--- config.mk ---
export PLATFORM = sky130hd
export DESIGN_NAME = sdram_seq_ctrl
export DESIGN_NICKNAME = d
export VERILOG_FILES = /design/src/rtl/sdc_pkg.sv /design/src/rtl/sdc_ref_timer.sv /design/src/rtl/sdc_bank_rows.sv /design/src/rtl/sdc_rd_pipe.sv /design/src/rtl/sdram_seq_ctrl.sv
export SDC_FILE = /design/constraint.sdc
export NUM_CORES = 1
export LEC_CHECK = 0
export ABC_CLOCK_PERIOD_IN_PS = 1800
export BUFFER_PORTS_ARGS = -buffer_cell sky130_fd_sc_hd__buf_2
export CAP_MARGIN = 15
export CORE_MARGIN = 8
export CORE_UTILIZATION = 40
export CTS_CLUSTER_SIZE = 10
export DETAILED_ROUTE_END_ITERATION = 12
export PLACE_DENSITY_LB_ADDON = 0.12
export SLEW_MARGIN = 25
export SYNTH_ARGS = -nofsm -noshare
export SYNTH_HDL_FRONTEND = slang
export SYNTH_SLANG_ARGS = --single-unit
--- constraint.sdc ---
create_clock -name clk -period 1.8 [get_ports clk]
set_input_delay 0.09 -clock clk [delete_from_list [all_inputs] [get_ports clk]]
set_output_delay 0.09 -clock clk [all_outputs]
set_load 0.01 [all_outputs]
--- src/rtl/sdc_pkg.sv ---
package sdc_pkg;
  // {cs_n, ras_n, cas_n, we_n}
  typedef enum logic [3:0] {
    CMD_MRS  = 4'b0000,
    CMD_REF  = 4'b0001,
    CMD_PRE  = 4'b0010,
    CMD_ACT  = 4'b0011,
    CMD_WR   = 4'b0100,
    CMD_RD   = 4'b0101,
    CMD_NOP  = 4'b0111
  } sdc_cmd_e;

  typedef enum logic [3:0] {
    ST_PWR, ST_IPRE, ST_IREF, ST_MRS, ST_IDLE,
    ST_PRE, ST_ACT, ST_COL, ST_RPRE, ST_REF, ST_WAIT
  } sdc_state_e;
endpackage

--- src/rtl/sdc_ref_timer.sv ---
module sdc_ref_timer #(
  parameter int INTERVAL = 2000
) (
  input  logic clk,
  input  logic rst_n,
  input  logic run,
  input  logic ack,
  output logic due
);
  localparam int W = $clog2(INTERVAL + 1);
  logic [W-1:0] cnt;

  always_ff @(posedge clk) begin
    if (!rst_n || !run || ack) begin
      cnt <= '0;
      due <= 1'b0;
    end else if (cnt == W'(INTERVAL - 1)) begin
      due <= 1'b1;
    end else begin
      cnt <= cnt + 1'b1;
    end
  end
endmodule

--- src/rtl/sdc_bank_rows.sv ---
module sdc_bank_rows #(
  parameter int BA_W  = 2,
  parameter int ROW_W = 12,
  localparam int BANKS = 1 << BA_W
) (
  input  logic                            clk,
  input  logic                            rst_n,
  input  logic                            act_en,
  input  logic                            pre_en,
  input  logic                            pre_all,
  input  logic [BA_W-1:0]                 bank,
  input  logic [ROW_W-1:0]                row,
  output logic [BANKS-1:0]                open_vec,
  output logic [BANKS-1:0][ROW_W-1:0]     row_tab
);
  for (genvar g = 0; g < BANKS; g++) begin : g_bank
    always_ff @(posedge clk) begin
      if (!rst_n) begin
        open_vec[g] <= 1'b0;
        row_tab[g]  <= '0;
      end else if (act_en && bank == BA_W'(g)) begin
        open_vec[g] <= 1'b1;
        row_tab[g]  <= row;
      end else if (pre_en && (pre_all || bank == BA_W'(g))) begin
        open_vec[g] <= 1'b0;
      end
    end
  end
endmodule

--- src/rtl/sdc_rd_pipe.sv ---
module sdc_rd_pipe #(
  parameter int DW     = 16,
  parameter int MAX_CL = 3
) (
  input  logic          clk,
  input  logic          rst_n,
  input  logic          issue,
  input  logic          cl3,
  input  logic [DW-1:0] dq_in,
  output logic          rd_valid,
  output logic [DW-1:0] rd_data
);
  logic [MAX_CL-1:0] sr;
  logic              tap;

  assign tap = cl3 ? sr[MAX_CL-1] : sr[MAX_CL-2];

  always_ff @(posedge clk) begin
    if (!rst_n) begin
      sr       <= '0;
      rd_valid <= 1'b0;
      rd_data  <= '0;
    end else begin
      sr       <= {sr[MAX_CL-2:0], issue};
      rd_valid <= tap;
      if (tap) rd_data <= dq_in;
    end
  end
endmodule

--- src/rtl/sdram_seq_ctrl.sv ---
module sdram_seq_ctrl
  import sdc_pkg::*;
#(
  parameter int BA_W     = 2,
  parameter int ROW_W    = 12,
  parameter int COL_W    = 8,
  parameter int DW       = 16,
  parameter int AP_BIT   = 10,
  parameter int T_PWRUP  = 13300,
  parameter int T_RP     = 3,
  parameter int T_RCD    = 3,
  parameter int T_RC     = 9,
  parameter int T_MRD    = 2,
  parameter int T_WR     = 2,
  parameter int REF_INTERVAL = 2000,
  localparam int AW      = BA_W + ROW_W + COL_W,
  localparam int MASK_W  = DW / 8
) (
  input  logic              clk,
  input  logic              rst_n,
  input  logic              cl3_sel,
  input  logic              req_valid,
  output logic              req_ready,
  input  logic              req_write,
  input  logic [AW-1:0]     req_addr,
  input  logic [DW-1:0]     req_wdata,
  input  logic [MASK_W-1:0] req_be,
  output logic              rd_valid,
  output logic [DW-1:0]     rd_data,
  output logic              sd_cs_n,
  output logic              sd_ras_n,
  output logic              sd_cas_n,
  output logic              sd_we_n,
  output logic [BA_W-1:0]   sd_ba,
  output logic [ROW_W-1:0]  sd_a,
  output logic [MASK_W-1:0] sd_dqm,
  output logic [DW-1:0]     sd_dq_out,
  output logic              sd_dq_oe,
  input  logic [DW-1:0]     sd_dq_in
);
  localparam int BANKS = 1 << BA_W;
  localparam int CW    = $clog2(T_PWRUP + T_RC + T_RP + 4);
  localparam logic [ROW_W-1:0] AP_MASK = ROW_W'(1) << AP_BIT;

  sdc_state_e state, ret;
  sdc_cmd_e   cmd_q;
  logic [CW-1:0]     cnt;
  logic              init_ref, init_done;
  logic              l_write;
  logic [BA_W-1:0]   l_bank;
  logic [ROW_W-1:0]  l_row;
  logic [COL_W-1:0]  l_col;
  logic [DW-1:0]     l_data;
  logic [MASK_W-1:0] l_be;

  logic [BA_W-1:0]   q_bank;
  logic [ROW_W-1:0]  q_row;
  logic [BANKS-1:0]  open_vec;
  logic [BANKS-1:0][ROW_W-1:0] row_tab;
  logic              ref_due;

  assign q_bank = req_addr[AW-1 -: BA_W];
  assign q_row  = req_addr[COL_W +: ROW_W];
  assign {sd_cs_n, sd_ras_n, sd_cas_n, sd_we_n} = cmd_q;
  assign req_ready = (state == ST_IDLE) && !ref_due;

  sdc_bank_rows #(.BA_W(BA_W), .ROW_W(ROW_W)) u_rows (
    .clk(clk), .rst_n(rst_n),
    .act_en(state == ST_ACT),
    .pre_en(state == ST_PRE || state == ST_IPRE || state == ST_RPRE),
    .pre_all(state != ST_PRE),
    .bank(l_bank), .row(l_row),
    .open_vec(open_vec), .row_tab(row_tab)
  );

  sdc_ref_timer #(.INTERVAL(REF_INTERVAL)) u_ref (
    .clk(clk), .rst_n(rst_n), .run(init_done),
    .ack(state == ST_REF), .due(ref_due)
  );

  sdc_rd_pipe #(.DW(DW), .MAX_CL(3)) u_rdp (
    .clk(clk), .rst_n(rst_n), .issue(cmd_q == CMD_RD), .cl3(cl3_sel),
    .dq_in(sd_dq_in), .rd_valid(rd_valid), .rd_data(rd_data)
  );

  always_ff @(posedge clk) begin
    if (!rst_n) begin
      state <= ST_PWR;  ret <= ST_IDLE;
      cnt <= CW'(T_PWRUP - 1);
      cmd_q <= CMD_NOP; sd_ba <= '0; sd_a <= '0;
      sd_dqm <= '0; sd_dq_out <= '0; sd_dq_oe <= 1'b0;
      init_ref <= 1'b0; init_done <= 1'b0;
      l_write <= 1'b0; l_bank <= '0; l_row <= '0; l_col <= '0;
      l_data <= '0; l_be <= '0;
    end else begin
      cmd_q <= CMD_NOP; sd_dq_oe <= 1'b0; sd_dqm <= '0;
      case (state)
        ST_PWR: if (cnt == '0) state <= ST_IPRE; else cnt <= cnt - 1'b1;
        ST_IPRE, ST_RPRE: begin
          cmd_q <= CMD_PRE; sd_a <= AP_MASK;
          cnt <= CW'(T_RP - 2); state <= ST_WAIT;
          ret <= (state == ST_IPRE) ? ST_IREF : ST_REF;
        end
        ST_IREF: begin
          cmd_q <= CMD_REF; init_ref <= 1'b1;
          cnt <= CW'(T_RC - 2); state <= ST_WAIT;
          ret <= init_ref ? ST_MRS : ST_IREF;
        end
        ST_MRS: begin
          cmd_q <= CMD_MRS; sd_ba <= '0;
          sd_a <= ROW_W'({(cl3_sel ? 3'd3 : 3'd2), 4'b0000});
          init_done <= 1'b1;
          cnt <= CW'(T_MRD - 2); state <= ST_WAIT; ret <= ST_IDLE;
        end
        ST_IDLE: begin
          if (ref_due) begin
            state <= (|open_vec) ? ST_RPRE : ST_REF;
          end else if (req_valid) begin
            l_write <= req_write; l_bank <= q_bank; l_row <= q_row;
            l_col <= req_addr[COL_W-1:0]; l_data <= req_wdata; l_be <= req_be;
            if (open_vec[q_bank] && row_tab[q_bank] == q_row) state <= ST_COL;
            else if (open_vec[q_bank])                         state <= ST_PRE;
            else                                               state <= ST_ACT;
          end
        end
        ST_PRE: begin
          cmd_q <= CMD_PRE; sd_ba <= l_bank; sd_a <= '0;
          cnt <= CW'(T_RP - 2); state <= ST_WAIT; ret <= ST_ACT;
        end
        ST_ACT: begin
          cmd_q <= CMD_ACT; sd_ba <= l_bank; sd_a <= l_row;
          cnt <= CW'(T_RCD - 2); state <= ST_WAIT; ret <= ST_COL;
        end
        ST_COL: begin
          cmd_q <= l_write ? CMD_WR : CMD_RD;
          sd_ba <= l_bank; sd_a <= ROW_W'(l_col);
          if (l_write) begin
            sd_dq_oe <= 1'b1; sd_dq_out <= l_data; sd_dqm <= ~l_be;
            cnt <= CW'(T_WR - 2);
          end else begin
            cnt <= cl3_sel ? CW'(2) : CW'(1);
          end
          state <= ST_WAIT; ret <= ST_IDLE;
        end
        ST_REF: begin
          cmd_q <= CMD_REF;
          cnt <= CW'(T_RC - 2); state <= ST_WAIT; ret <= ST_IDLE;
        end
        ST_WAIT: if (cnt == '0) state <= ret; else cnt <= cnt - 1'b1;
        default: state <= ST_IDLE;
      endcase
    end
  end
endmodule

==> results.yml <==
run_status:
  status: "complete, but fails checks"
  violations: "setup timing"
yosys:
  syn_area_sq_mm: 0.00778
  synth_edf_count: 0
  synth.distinct_cells: 69
  yosysWarnings: 0
  ys_seq_area_share_pct: 47.6
  syn_nets: 975
  syn_inst: 911
  yosysMostFrequentCell: "nand2_1"
  yosysTopAreaCellShare_pct: 47.6
  synth_largest_area_cell: "dfxtp_1"
  ys_seq_elements: 185
  syn_avg_cell_area_sq_um: 8.54
  ys_top_cells_by_area: "dfxtp_1 48%, nand2_1 9.3%, a21oi_1 7.0%"
  synth_commonest_cells: "192 x nand2_1, 185 x dfxtp_1, 109 x a21oi_1, 91 x nor2_1, 44 x clkbuf_1"
  synthFlopType: "dfxtp_1"
  async_flop_share_pct: 0
power:
  power_switching_uw: 1900
  fin_total_pwr_uw: 8520
  p_comb_share_pct: 4.8
  p_leak_uw: 0.00453
  p_seq_share_pct: 48.2
  pwr-share-clk_pct: 47.1
  switching_share_pct: 22.3
  intPower_uw: 6620
  ir_drop_mv: 0.672
  p_per_area_mw_per_mm2: 780
floorplan:
  die-height_um: 155
  initial_utilization_pct: 40.4
  core_area_sq_mm: 0.0193
  dieArea_sq_mm: 0.0242
  io_pins: 116
  fp-row-count: 51
  die_x_um: 155
grt:
  grt_pass1_wl_mm: 36.0
  use_met3_pct: 3.36
  grt_pass1_vias: 6886
  grt-ovfl-total: 0
  antenna_found_initial: 0
  use_met2_pct: 31.5
  grt_use_met1_pct: 23.2
  busiest_layer: "met2"
  track_usage_pct: 18.5
  grt_start_max_net_pins: 42
cts:
  cts_tree: "done"
  cts_htree_levels: 4
  root_buffer: "clkbuf_16"
  cts_num_sinks: 185
  numCtsBuffers: 17
  clk_pin_slew_ns: 0.07
  clockBufferDepth: 2
  insertion_delay_ns: 0.43
sta:
  final.setup.worst_slack_ns: -0.186
  min_period_ns: 1.99
  clock.fmax_ghz: 0.504
  skew_ns: 0.00932
  rsz0062_at_grt: "yes"
  setup_tns_ns: -0.272
  slew_viol_final: 0
  hold_viol: 0
  setup-violations-final: 4
  fin_crit_sh_pct: 110
detailed_routing:
  first_pass_iters: 5
  wl_per_cell_um: 16.0
  routed_via_density: 5.11
  via_count: 7261
  drt-initial-drc-count: 433
  wirelength_mm: 22.7
  detail_route.drc_violations: 0
  antenna_left: 0
worst_hold_path:
  worstHoldPathType: "primary input to flop"
placed_design:
  placed_cell_area_sq_mm: 0.00927
  gp_congestion: 0.841
  dp.cells: 1319
  hpwl_mm: 15.5
  io_buffers: 114
layout:
  final_area_sq_mm: 0.0109
  area_delta_synth_final_pct: 40.4
  final_core_util_pct: 56.7
  final_nets: 1208
  nFillCells: 1804
  antenna_cells: 0
  layout.cells.non_filler: 1422
  drive_above_1_share_pct: 27.6
setup_path:
  worstPathArrival_ns: 2.32
  crit_family: "compound AO/OA/AOI/OAI gates"
  endpoint_kind: "flop"
  startpoint_type: "flop"
  path_buf_inv: 0
  criticalPathCategory: "flop to flop"
  crit_path_max_fanout: 2
  cp_slowest_stage_delay_ns: 0.49
  cp.required_ns: 2.13
  cp_slowest_cell: "or4b_4"
  path_cells: "mux4_2 -> or4b_4 -> a211oi_2 -> o2111ai_2 -> a221oi_2"
run:
  max-cap-violations: 0
[routing by layer]
metal / up-vias / part of all wire, %
li1: 3627 / -
met1: 3445 / 45
met2: 162 / 50
met3: 27 / 4.0
met4: 0 / 1.5
met5: - / 0
[power groups by stage]
| stage | combinational, uW | sequential, uW | clock [uW] |
|---|---|---|---|
| finish | 407 | 4100 | 4010 |
| global route | 440 | 4100 | 4260 |
| CTS | 402 | 4100 | 4100 |
| detailed placement | 303 | 4200 | 0 |
| global placement | 304 | 4200 | 0 |
| floorplan | 123 | 4200 | 0 |
[kinds of logic (layout without fill, tap and decap cells)]
group | Yosys count | in the layout | share of synthesized area [%]
and+or+nand+nor | 374 | 374 | 21.0
buffers and inverters | 76 | 322 | 4.12
adders and majority gates | 3 | 3 | 0.482
DFF | 185 | 185 | 47.6
other | 1 | 1 | 0.0482
xor gates and xnor gates | 24 | 24 | 2.70
AOI/OAI and AO/OA | 194 | 194 | 15.1
muxes | 54 | 54 | 8.89
[timing repair]
item,in CTS,in global routing
resized for setup,26,57
setup endpoints to repair,73,106
pin swaps,14,22
endpoints found under the hold margin,55,0
buffers inserted,1,16
hold buffers,55,0
gates cloned,0,2
[cell type report]
| type | instances | area, sq um | share of cell area [%] |
|---|---|---|---|
| well taps | 265 | 332 | 3.03 |
| multi-input cells | 650 | 4000 | 36.6 |
| clock buffers | 19 | 453 | 4.14 |
| inverters | 14 | 55.1 | 0.504 |
| clock inverters | 13 | 175 | 1.60 |
| repair buffers | 276 | 2190 | 20.1 |
| flip-flops and latches | 185 | 3720 | 34.0 |
[state kept, by name, indices dropped and copies added (netlist names), 2 cells and up]
name             cells
state                4
cnt                 14
l_data              16
u_rows.row_tab      48
u_ref.cnt           11
u_rdp.sr             3
ret                  4
l_be                 2
l_bank               2
cmd_q                3
u_rdp.rd_data       16
sd_dqm               2
u_rows.open_vec      4
l_col                8
sd_a                12
l_row               12
sd_dq_out           16
sd_ba                2
[worst reg2reg max path, stage by stage (launching register included)]
cell,delay [ns]
dfxtp_1,0.31
mux4_2,0.47
or4b_4,0.49
a211oi_2,0.21
o2111ai_2,0.18
a221oi_2,0.23
[path summary, 6_finish.rpt]
path                       to  depth (start not counted)          startpoint  slack, ns
setup / recovery     state[1]                          5  u_rows.row_tab[46]      -0.19
hold / removal         ret[2]                          3               rst_n       0.06
setup reg to reg     state[1]                          5  u_rows.row_tab[46]      -0.19
hold reg to reg   u_rdp.sr[0]                          1            cmd_q[1]       0.41
[stage by stage]
stage | worst slack [ns] | hold WS, ns
3_3_place_gp | -0.199 | 0.335
3_5_place_dp | -0.270 | 0.337
5_1_grt | -0.241 | 0.0614
6_report | -0.186 | 0.0587
2_1_floorplan | -0.0810 | 0.226
4_1_cts | -0.185 | 0.0399
[cells in the final DEF, fill, tap and decap left out, types with 19 or more instances in the layout]
| cell | netlist | routed |
|---|---|---|
| nand2_1 | 192 | 191 |
| dfxtp_1 | 185 | 179 |
| buf_2 | 9 | 114 |
| a21oi_1 | 109 | 107 |
| nor2_1 | 91 | 89 |
| buf_4 | 4 | 79 |
| dlygate4sd3_1 | 0 | 55 |
| mux2i_1 | 41 | 40 |
| o21ai_0 | 29 | 24 |
| clkbuf_16 | 0 | 19 |
Power figures use the tool's default switching activity.
